### src/rtl/ptb_pkg.sv
package ptb_pkg;
  localparam int unsigned PTB_NUM_DEF = 4;
  localparam int unsigned PTB_CNT_W_DEF = 16;

  // one-hot of an index, gated by an enable
  function automatic logic [PTB_NUM_DEF-1:0] ptb_onehot(input logic en,
                                                        input logic [$clog2(PTB_NUM_DEF)-1:0] idx);
    logic [PTB_NUM_DEF-1:0] v;
    v = '0;
    if (en) v[idx] = 1'b1;
    return v;
  endfunction
endpackage

### src/rtl/ptb_wr_decode.sv
module ptb_wr_decode #(
  parameter int unsigned NUM = 4,
  localparam int unsigned IDX_W = (NUM > 1) ? $clog2(NUM) : 1
) (
  input  logic             wr_en_i,
  input  logic [IDX_W-1:0] wr_idx_i,
  output logic [NUM-1:0]   load_o
);
  always_comb begin
    load_o = '0;
    for (int i = 0; i < NUM; i++) begin
      if (wr_en_i && (wr_idx_i == IDX_W'(i))) load_o[i] = 1'b1;
    end
  end
endmodule

### src/rtl/ptb_timer_slice.sv
module ptb_timer_slice #(
  parameter int unsigned CNT_W = 16
) (
  input  logic             clk_i,
  input  logic             rst_ni,
  input  logic             tick_i,
  input  logic             load_i,
  input  logic [CNT_W-1:0] period_i,
  output logic             evt_o
);
  localparam logic [CNT_W-1:0] PRESET = {{(CNT_W-1){1'b1}}, 1'b0};

  logic [CNT_W-1:0] count_q, reload_q;
  logic             at_top;

  assign at_top = (count_q == '1);
  // setup takes priority over a tick in the same cycle
  assign evt_o  = tick_i & at_top & ~load_i;

  always_ff @(posedge clk_i or negedge rst_ni) begin
    if (!rst_ni) begin
      count_q  <= '0;
      reload_q <= '0;
    end else if (load_i) begin
      reload_q <= ~period_i + 1'b1;
      count_q  <= PRESET;
    end else if (tick_i) begin
      count_q  <= at_top ? reload_q : count_q + 1'b1;
    end
  end


  preset_after_load_chk: assert property (@(posedge clk_i) disable iff (!rst_ni)
    load_i |=> (count_q == PRESET));

  hold_without_tick_chk: assert property (@(posedge clk_i) disable iff (!rst_ni)
    (!tick_i && !load_i) |=> $stable(count_q));

  reload_on_wrap_chk: assert property (@(posedge clk_i) disable iff (!rst_ni)
    evt_o |=> (count_q == $past(reload_q)));
endmodule

### src/rtl/ptb_flag_reg.sv
module ptb_flag_reg #(
  parameter int unsigned NUM = 4
) (
  input  logic           clk_i,
  input  logic           rst_ni,
  input  logic [NUM-1:0] set_i,
  input  logic [NUM-1:0] clr_i,
  output logic [NUM-1:0] flag_o
);
  logic [NUM-1:0] flag_q;

  always_ff @(posedge clk_i or negedge rst_ni) begin
    if (!rst_ni) flag_q <= '0;
    else         flag_q <= set_i | (flag_q & ~clr_i);
  end

  assign flag_o = flag_q;

  for (genvar i = 0; i < NUM; i++) begin : g_chk

    flag_sticky_chk: assert property (@(posedge clk_i) disable iff (!rst_ni)
      (flag_q[i] && !clr_i[i]) |=> flag_q[i]);

    set_wins_chk: assert property (@(posedge clk_i) disable iff (!rst_ni)
      set_i[i] |=> flag_q[i]);

    no_spurious_chk: assert property (@(posedge clk_i) disable iff (!rst_ni)
      (!flag_q[i] && !set_i[i]) |=> !flag_q[i]);
  end
endmodule

### src/rtl/periodic_timer_bank.sv
module periodic_timer_bank
  import ptb_pkg::*;
#(
  parameter int unsigned NUM   = PTB_NUM_DEF,
  parameter int unsigned CNT_W = PTB_CNT_W_DEF,
  localparam int unsigned IDX_W = (NUM > 1) ? $clog2(NUM) : 1
) (
  input  logic             clk_i,
  input  logic             rst_ni,
  input  logic             tick_i,
  input  logic             wr_en_i,
  input  logic [IDX_W-1:0] wr_idx_i,
  input  logic [CNT_W-1:0] wr_period_i,
  input  logic [NUM-1:0]   flag_clr_i,
  output logic [NUM-1:0]   flag_o
);
  logic [NUM-1:0] load, evt;

  ptb_wr_decode #(.NUM(NUM)) u_dec (
    .wr_en_i (wr_en_i),
    .wr_idx_i(wr_idx_i),
    .load_o  (load)
  );

  for (genvar i = 0; i < NUM; i++) begin : g_tmr
    ptb_timer_slice #(.CNT_W(CNT_W)) u_slice (
      .clk_i   (clk_i),
      .rst_ni  (rst_ni),
      .tick_i  (tick_i),
      .load_i  (load[i]),
      .period_i(wr_period_i),
      .evt_o   (evt[i])
    );
  end

  ptb_flag_reg #(.NUM(NUM)) u_flags (
    .clk_i (clk_i),
    .rst_ni(rst_ni),
    .set_i (evt),
    .clr_i (flag_clr_i),
    .flag_o(flag_o)
  );


  single_load_chk: assert property (@(posedge clk_i) disable iff (!rst_ni)
    $onehot0(load));

  no_evt_idle_chk: assert property (@(posedge clk_i) disable iff (!rst_ni)
    !tick_i |-> (evt == '0));
endmodule

### config.mk
export PLATFORM = sky130hd
export DESIGN_NAME = periodic_timer_bank
export DESIGN_NICKNAME = d
export VERILOG_FILES = /design/src/rtl/ptb_pkg.sv /design/src/rtl/ptb_wr_decode.sv /design/src/rtl/ptb_timer_slice.sv /design/src/rtl/ptb_flag_reg.sv /design/src/rtl/periodic_timer_bank.sv
export SDC_FILE = /design/constraint.sdc
export NUM_CORES = 1
export LEC_CHECK = 0
export ABC_AREA = 1
export BUFFER_PORTS_ARGS = -buffer_cell sky130_fd_sc_hd__buf_4
export CAP_MARGIN = 20
export CORE_ASPECT_RATIO = 0.75
export CORE_MARGIN = 2
export CORE_UTILIZATION = 35
export CTS_CLUSTER_DIAMETER = 150
export DETAILED_ROUTE_END_ITERATION = 10
export GPL_TIMING_DRIVEN = 0
export SYNTH_ARGS = -nofsm -noshare
export SYNTH_HDL_FRONTEND = slang
export SYNTH_SLANG_ARGS = --single-unit
### constraint.sdc
create_clock -name clk_i -period 1.8 [get_ports clk_i]
set_input_delay 0.36 -clock clk_i [delete_from_list [all_inputs] [get_ports clk_i]]
set_output_delay 0.36 -clock clk_i [all_outputs]
set_load 0.02 [all_outputs]
After elaboration in Yosys (flattened, before gate mapping)
Cells that the tools add are included.
{"block": "totals", "register_bits": 132, "latchBits": 0, "ram_bits": 0, "romBits": 0, "input_bits": 26, "out_inout_bits": 4, "n_memories": 0}
{"block": "classes", "add_sub_neg": 5, "n_mul": 0, "div": 0, "n_lt_le_gt_ge": 0, "eq_ne": 7, "shifts": 0, "muxes": 16, "bitwise": 16, "reduce_logical": 9}
{"op": "two-way mux 16 bit", "n": 12}
{"op": "adder 16 x 1 -> 16 bit, second input constant", "n": 5}
{"op": "== test 16 bit, second input constant", "n": 4}
{"op": "inverter 16 bit", "n": 1}
{"op": "AND 1 bit", "n": 8}
{"op": "nonzero test 2 bit", "n": 4}
{"op": "AND 4 bit", "n": 1}
{"op": "== test 2 bit, second input constant", "n": 2}
{"op": "logical AND 1 bit", "n": 4}
{"op": "two-way mux 1 bit", "n": 4}
{"op": "inverter 1 bit", "n": 4}
{"op": "inverter 4 bit", "n": 1}
{"op": "bitwise OR 4 bit", "n": 1}
{"op": "== test 2 x 1 -> 1 bit, second input constant", "n": 1}
{"op": "zero test 2 bit", "n": 1}

Logic depth before layout (Yosys ltp)
Gate-level depths: netlist of the first run.
{"block": "logic_depth", "depth_word": 6, "depth_mapped": 10}

By module
From an unflattened synthesis of the first run, not the netlist that was laid out.
{"block": "unflattened", "hier_cells": 1272, "area_unflattened_um2": 8693.3}
{"module": "ptb_timer_slice", "n_inst": 4, "cells_each": 311, "area_per_inst_um2": 2125.8, "seq_area_each_um2": 800.8}
{"module": "ptb_flag_reg", "n_inst": 1, "cells_each": 20, "area_per_inst_um2": 160.2, "seq_area_each_um2": 100.1}
{"module": "ptb_wr_decode", "n_inst": 1, "cells_each": 8, "area_per_inst_um2": 30.0, "seq_area_each_um2": 0.0}

Least setup slack after synthesis of the first run
OpenSTA, ideal clock, no wires.
{"block": "synth_timing", "path_type": "reg-to-reg", "from": "register g_tmr[2].u_slice.count_q[0]", "to": "register g_tmr[2].u_slice.count_q[3]", "t_arrival_ps": 1376, "slack_ps": 302, "stages_incl_launch_ff": 8, "n_path_buf": 1, "period_less_slack_ps": 1498, "cell_sequence": "dfrtp_1 -> ha_1 -> nand3_2 -> nor2_4 -> nand4_4 -> buf_6 -> nor3_1 -> nor2_1"}
{"block": "synth_between", "elab_chain_len": 4, "word_cells_on_any_way": 5}
{"element": "from (decl)", "line_no": "ptb_timer_slice.sv:13", "source": "logic [CNT_W-1:0] count_q, reload_q;"}
{"element": "from (signal assigned)", "line_no": "ptb_timer_slice.sv:28", "source": "count_q <= at_top ? reload_q : count_q + 1'b1;"}
{"element": "adder 16 x 1 -> 16 bit / == test 16 bit (equally long branches)", "line_no": "ptb_timer_slice.sv:28, ptb_timer_slice.sv:16"}
{"element": "two-way mux 16 bit *", "line_no": "ptb_timer_slice.sv:28"}
{"element": "two-way mux 16 bit *", "line_no": "ptb_timer_slice.sv:27", "source": "end else if (tick_i) begin"}
{"element": "two-way mux 16 bit *", "line_no": "ptb_timer_slice.sv:24", "source": "end else if (load_i) begin"}
Every way passes the cells marked *; elsewhere a longest branch is shown, timed or not. The select of a mux whose other input is x is not followed.
A chain may end at the register's enable or synchronous reset.

Final worst setup path of the first run
Same ends and word-level chain as after synthesis.

==> run_results.csv, run 1 <==
group,metric,value,unit
power,power_density,1210,mW/mm2
global_routing,grt_max_degree,93,
sta,finalMaxSlewViolations,0,
power,power.internal,0.00718,W
sta,layout_setup_ws,0.112,ns
placement,place_congestion,0.914,
finish,drive_above_1_share,10.9,%
detailed_routing,wl_per_cell,14.6,um
critical_path,cpPeakStageDelay,0.40,ns
global_routing,grtUsageTotal,18.5,%
critical_path,path_class,"reg -> reg",
logic_synthesis,yosysSeqAreaShare,43.7,%
detailed_routing,first_pass_iters,5,
sta,worst_slew_pin_slew,0.813,ns
placement,place_area,0.00818,mm2
finish,final_nets,1165,
logic_synthesis,syn_nets,1105,
critical_path,crit_family,"simple AND/OR/NAND/NOR gates",
global_routing,grt_overflow,0,
sta,whs,0.107,ns
logic_synthesis,post_synth_num_cell_types,33,
power,p_comb_share,25.4,%
power,power.share.clock,36.5,%
placement,placed_cells,1392,
sta,totalNegativeSetupSlack,0,ns
sta,skew,0.00939,ns
floorplan,fp.dieW,174,um
critical_path,cp_max_fo,10,
floorplan,fp.dieArea,0.0228,mm2
detailed_routing,drt_iter0_drc,605,
critical_path,worst_ep_required_time,2.11,ns
finish,syn2layout_area_growth,18.6,%
critical_path,startpoint_type,"flip-flop",
floorplan,rows,46,
sta,final_hold_viol_count,0,
sta,max_freq,593,MHz
detailed_routing,drc_errors,0,
logic_synthesis,yosys.area.top_type,"dfrtp_1",
floorplan,die_h,131,um
outcome,status,"complete, no violations",
clock_tree,cts_buffers,17,
clock_tree,cts.sinks,132,
placement,pre_cts_ws,-0.465,ns
detailed_routing,totalWireLength,21000,um
global_routing,antenna_found_initial,0,
power,power.leakage,4.56,nW
placement,dp_hpwl,15100,um
logic_synthesis,yosysWarnings,0,
job,max-cap-violations,0,
clock_tree,clk_path_buf_depth,2,
finish,diodes,0,
critical_path,endpoint_kind,"flip-flop",
critical_path,cp_cell_sequence,"ha_2 > nand3_4 > nor2_4 > nand4_4 > buf_6 > nor3_1 > nor2_1",
finish,layout.cells.non_filler,1435,
detailed_routing,vias,7101,
floorplan,io-pin-count,30,
sta,slew_headroom,45.6,%
finish,finalInstanceArea,0.00897,mm2
detailed_routing,viasPerCell,4.95,
sta,setup_viol,0,
clock_tree,cts_tree,"done",
critical_path,crit_arrival,2.00,ns
logic_synthesis,ys_ff_latch,132,
global_routing,grt_pass1_vias,6241,
worst_hold_path,hold_path_class,"in -> reg",
clock_tree,cts_max_level,4,
logic_synthesis,synth_top_cell_area_share,43.7,%
detailed_routing,detail-route-antenna-nets,0,
sta,fin_crit,1.69,ns
clock_tree,clkTransAtPathRegs,0.06,ns
clock_tree,worstSkewPairLatency,0.43,ns
power,ir_drop,0.621,mV
logic_synthesis,syn_avg_cell_area,7.05,um2
critical_path,cpMaxStageDelayCell,"dfrtp_1",
placement,numPortBuffers,29,
logic_synthesis,synth_area_leaders,"dfrtp_1 (44%), nand2_1 (19%), nand3_1 (6.5%), nor2_1 (6.4%), inv_1 (5.2%)",
critical_path,crit_buf_inv,1,
global_routing,grt_first_pass_wirelength,33300,um
power,netSwitchingFraction,34.1,%
power,p_sw,0.00371,W
logic_synthesis,syn_inst,1074,
sta,timing.final.crit_share,93.8,%
logic_synthesis,syn_area,0.00757,mm2
power,seqPwrFrac,38.0,%
floorplan,start_util,35.7,%
floorplan,core_area,0.0212,mm2
clock_tree,cts-root-buf,"clkbuf_16",
kinds of logic after synthesis:
family                     after synthesis  synth area share, %
AOI/OAI and AO/OA                      105                 7.46
buffers and inverters                  134                 6.98
and+or+nand+nor                        672                 38.1
xor gates and xnor gates                26                 3.01
DFF                                    132                 43.7
adders and majority gates                5                0.827
registers in the layout, summed over array words and instances (netlist names):
name                    cells
g_tmr.u_slice.reload_q     64
u_flags.flag_o              4
g_tmr.u_slice.count_q      64
layout by cell type (no fill, tap or decap), types with 12 or more instances in the layout:
| master | Yosys | layout |
|---|---|---|
| nand2_1 | 380 | 379 |
| dfrtp_1 | 132 | 132 |
| nor2_1 | 129 | 127 |
| inv_1 | 104 | 104 |
| nand3_1 | 98 | 98 |
| o21ai_0 | 51 | 51 |
| buf_4 | 0 | 37 |
| a21oi_1 | 34 | 34 |
| nand4_1 | 17 | 17 |
| xor2_1 | 20 | 17 |
| clkbuf_16 | 0 | 17 |
| clkbuf_1 | 11 | 13 |
| nor2_2 | 11 | 12 |
per-layer routing:
metal  wire [um]  part of all wire (%)  vias to the layer above  global-route usage (%)
met5           0                     0                        -                       0
met2        8700                    41                      188                    25.8
met1       10800                    51                     3355                    28.9
met3        1280                   6.1                       19                    3.94
li1            -                     -                     3539                       -
met4         208                  0.99                        0                    4.44
synth_stat cells (all sizes together):
| master | number |
|---|---|
| or2 | 4 |
| ha | 5 |
| inv | 109 |
| nand2 | 385 |
| and2 | 1 |
| dfrtp | 132 |
| clkinv | 4 |
| nor2 | 145 |
| o211ai | 2 |
| nand4 | 18 |
| a21oi | 34 |
| xnor2 | 6 |
| o22ai | 7 |
| clkbuf | 11 |
| nand3b | 8 |
| nand3 | 104 |
| xor2 | 20 |
| o21ai | 54 |
| o21bai | 8 |
| nor3 | 7 |
| buf | 10 |
area by class of cell:
class	count	area, um2
buffer	21	104
multi-input combinational	809	3790
tap	288	360
fill	2215	12200
inverter	113	424
clock buffer	19	433
timing repair buffer	40	327
clock inverter	13	231
sequential	132	3300
power groups by stage:
| stage | Combinational (W) | Clock, W | Sequential, W |
|---|---|---|---|
| finish | 0.00277 | 0.00398 | 0.00414 |
| global route | 0.00316 | 0.00416 | 0.00423 |
| CTS | 0.00272 | 0.00403 | 0.00413 |
| detailed placement | 0.00267 | 0 | 0.00417 |
| global placement | 0.00261 | 0 | 0.00416 |
| floorplan | 0.00208 | 0 | 0.00402 |
final timing paths:
| kind | from | endpoint | slack, ns | cells past startpoint |
|---|---|---|---|---|
| worst max-delay path | g_tmr[2].u_slice.count_q[0] | g_tmr[2].u_slice.count_q[3] | 0.11 | 7 |
| worst min-delay path | flag_clr_i[3] | u_flags.flag_o[3] | 0.11 | 2 |
| worst max register to register | g_tmr[2].u_slice.count_q[0] | g_tmr[2].u_slice.count_q[3] | 0.11 | 7 |
| worst min register to register | g_tmr[2].u_slice.reload_q[12] | g_tmr[2].u_slice.reload_q[12] | 0.48 | 2 |
| max in group asynchronous | rst_ni | g_tmr[1].u_slice.count_q[12] | 0.55 | 3 |
| min in group asynchronous | rst_ni | g_tmr[0].u_slice.count_q[11] | 0.43 | 2 |
through the flow:
step	power (W)	util [%]
after detailed placement	0.00684	38.6
after CTS	0.0109	41.8
final	0.0109	42.4
after floorplan	0.00609	-
after global placement	0.00677	38.5
after global routing	0.0116	42.4
repair_timing:
item	in CTS	in global routing
endpoints found under the hold margin	40	0
setup buffers	1	8
hold buffers	1	0
pin swaps	2	5
gates resized for setup	1	9
cloned	0	1
endpoints found under the setup margin	8	42
Power figures use the tool's default switching activity.
==> run 2, diff against run 1 <==
Settings changed: BUFFER_PORTS_ARGS -buffer_cell sky130_fd_sc_hd__buf_4 to -buffer_cell sky130_fd_sc_hd__buf_2.
==> run_results.csv, run 2 (same netlist as run 1, synthesis figures left out) <==
group,metric,value,unit
placement,place_congestion,0.898,
sta,slew_headroom,44.8,%
sta,fin_crit,1.70,ns
detailed_routing,drc_errors,0,
finish,layout.cells.non_filler,1437,
power,power.leakage,4.52,nW
floorplan,core_area,0.0212,mm2
critical_path,r2r_start,"g_tmr[1].u_slice.count_q[0]",
floorplan,fp.dieW,174,um
sta,max_freq,588,MHz
critical_path,path_class,"in -> reg",
detailed_routing,first_pass_iters,7,
floorplan,rows,46,
placement,place_area,0.00811,mm2
clock_tree,cts_tree,"done",
worst_hold_path,min-delay-start,"flag_clr_i[3]",
placement,dp_hpwl,15000,um
outcome,status,"complete, no violations",
global_routing,grt_pass1_vias,6274,
finish,multi_input_area,0.00380,mm2
global_routing,grt_first_pass_wirelength,33300,um
finish,finalInstanceArea,0.00887,mm2
detailed_routing,detail-route-antenna-nets,0,
critical_path,crit_arrival,2.02,ns
finish,final_common_cell,"nand2_1",
power,ir_drop,0.672,mV
detailed_routing,viasPerCell,4.88,
finish,diodes,0,
finish,fillCellCount,2193,
global_routing,antenna_found_initial,0,
floorplan,die_h,131,um
finish,syn2layout_area_growth,17.2,%
detailed_routing,drt_iter0_drc,505,
power,power.total,0.0104,W
sta,worst_slew_pin_slew,0.826,ns
global_routing,grt_overflow,0,
global_routing,grtUsageTotal,18.6,%
detailed_routing,wl_per_cell,14.5,um
clock_tree,cts-root-buf,"clkbuf_16",
clock_tree,cts_max_level,4,
finish,drive_above_1_share,11.3,%
clock_tree,clkTransAtPathRegs,0.07,ns
sta,final_hold_viol_count,0,
finish,final_nets,1168,
critical_path,cp_max_fo,10,
clock_tree,clk_path_buf_depth,2,
critical_path,cpMaxStageDelayCell,"nand2_1",
detailed_routing,totalWireLength,20800,um
critical_path,endpoint_kind,"flip-flop",
power,power_density,1180,mW/mm2
sta,timing.final.crit_share,94.5,%
finish,register_area,0.00330,mm2
critical_path,critPathLaunch,"tick_i",
placement,numPortBuffers,29,
global_routing,grt_max_degree,90,
floorplan,start_util,35.7,%
clock_tree,cts.sinks,132,
critical_path,startpoint_type,"input pin",
sta,setup_viol,0,
sta,skew,0.0136,ns
critical_path,cpPeakStageDelay,0.44,ns
finish,final_cell_mix,"nand2_1 (378), dfrtp_1 (132), nor2_1 (128), inv_1 (104), nand3_1 (98)",
sta,layout_setup_ws,0.0989,ns
job,max-cap-violations,0,
worst_hold_path,hold_path_class,"in -> reg",
floorplan,fp.dieArea,0.0228,mm2
placement,placed_cells,1392,
floorplan,io-pin-count,30,
detailed_routing,vias,7016,
critical_path,worst_ep_required_time,2.12,ns
clock_tree,worstSkewPairLatency,0.44,ns
sta,finalMaxSlewViolations,0,
placement,pre_cts_ws,-0.455,ns
clock_tree,cts_buffers,17,
critical_path,cp_cell_sequence,"buf_2 > clkinv_1 > nand2_1 > clkinv_1 > a21oi_1 > a21oi_1",
run 2: cell types whose count changed in the layout (fill, tap and decap cells not counted), moves of 2 or more:
cell / delta
buf_2: +28
buf_4: -24
bufinv_16: -4
clkbuf_1: -2
clkbuf_8: +2
nor2_2: -3
run 2: area by class of cell:
cell class	instances	area share (%)
Sequential cell	132	37.3
Buffer	21	1.17
Multi-Input combinational cell	808	42.9
Clock buffer	19	5.11
Clock inverter	12	1.50
Inverter	113	4.78
Tap cell	288	4.06
Timing Repair Buffer	44	3.23
run 2: worst max-delay path: cells and delay by family:
family / cells / cell delay [ns]
buffers and inverters: 3 / 0.88
and+or+nand+nor: 1 / 0.44
AOI/OAI and AO/OA: 2 / 0.32
run 2: power breakdown:
part           total [W]  internal, W  switching [W]
registers        0.00415      0.00356       0.000591
logic            0.00281      0.00105        0.00176
clock network    0.00348      0.00210        0.00138
total             0.0104      0.00670        0.00373
run 2: final timing paths:
kind,cells after the start,slack (ns),to
max in group asynchronous,3,0.53,g_tmr[2].u_slice.count_q[13]
worst min register to register,2,0.48,g_tmr[2].u_slice.reload_q[12]
worst max register to register,8,0.12,g_tmr[1].u_slice.count_q[11]
min in group asynchronous,2,0.42,g_tmr[0].u_slice.count_q[5]
worst min-delay path,2,0.1,u_flags.flag_o[3]
worst max-delay path,6,0.1,g_tmr[0].u_slice.count_q[3]
run 2: repair_timing:
item,4_1_cts,5_1_grt
endpoints found under the hold margin,43,0
hold buffers,1,0
buffers inserted,4,9
gates resized for setup,1,12
pin swaps,2,5
endpoints found under the setup margin,2,51
run 2: metal layers:
metal  global-route usage (%)  up-vias  routed length, um
li1                         -     3531                  -
met1                     29.0     3282              10800
met2                     25.5      178               8680
met3                     3.96       25               1070
met4                     5.28        0                299
met5                        0        -                  0
run 2: through the flow:
step,setup TNS [ns],hold WS [ns],util (%)
finish,0,0.0979,41.9
global placement,-222.64,0.467,38.1
detailed placement,-13.21,0.325,38.3
global route,-0.00996,0.0853,41.9
floorplan,0,0.0644,-
CTS,0,0.0920,41.3
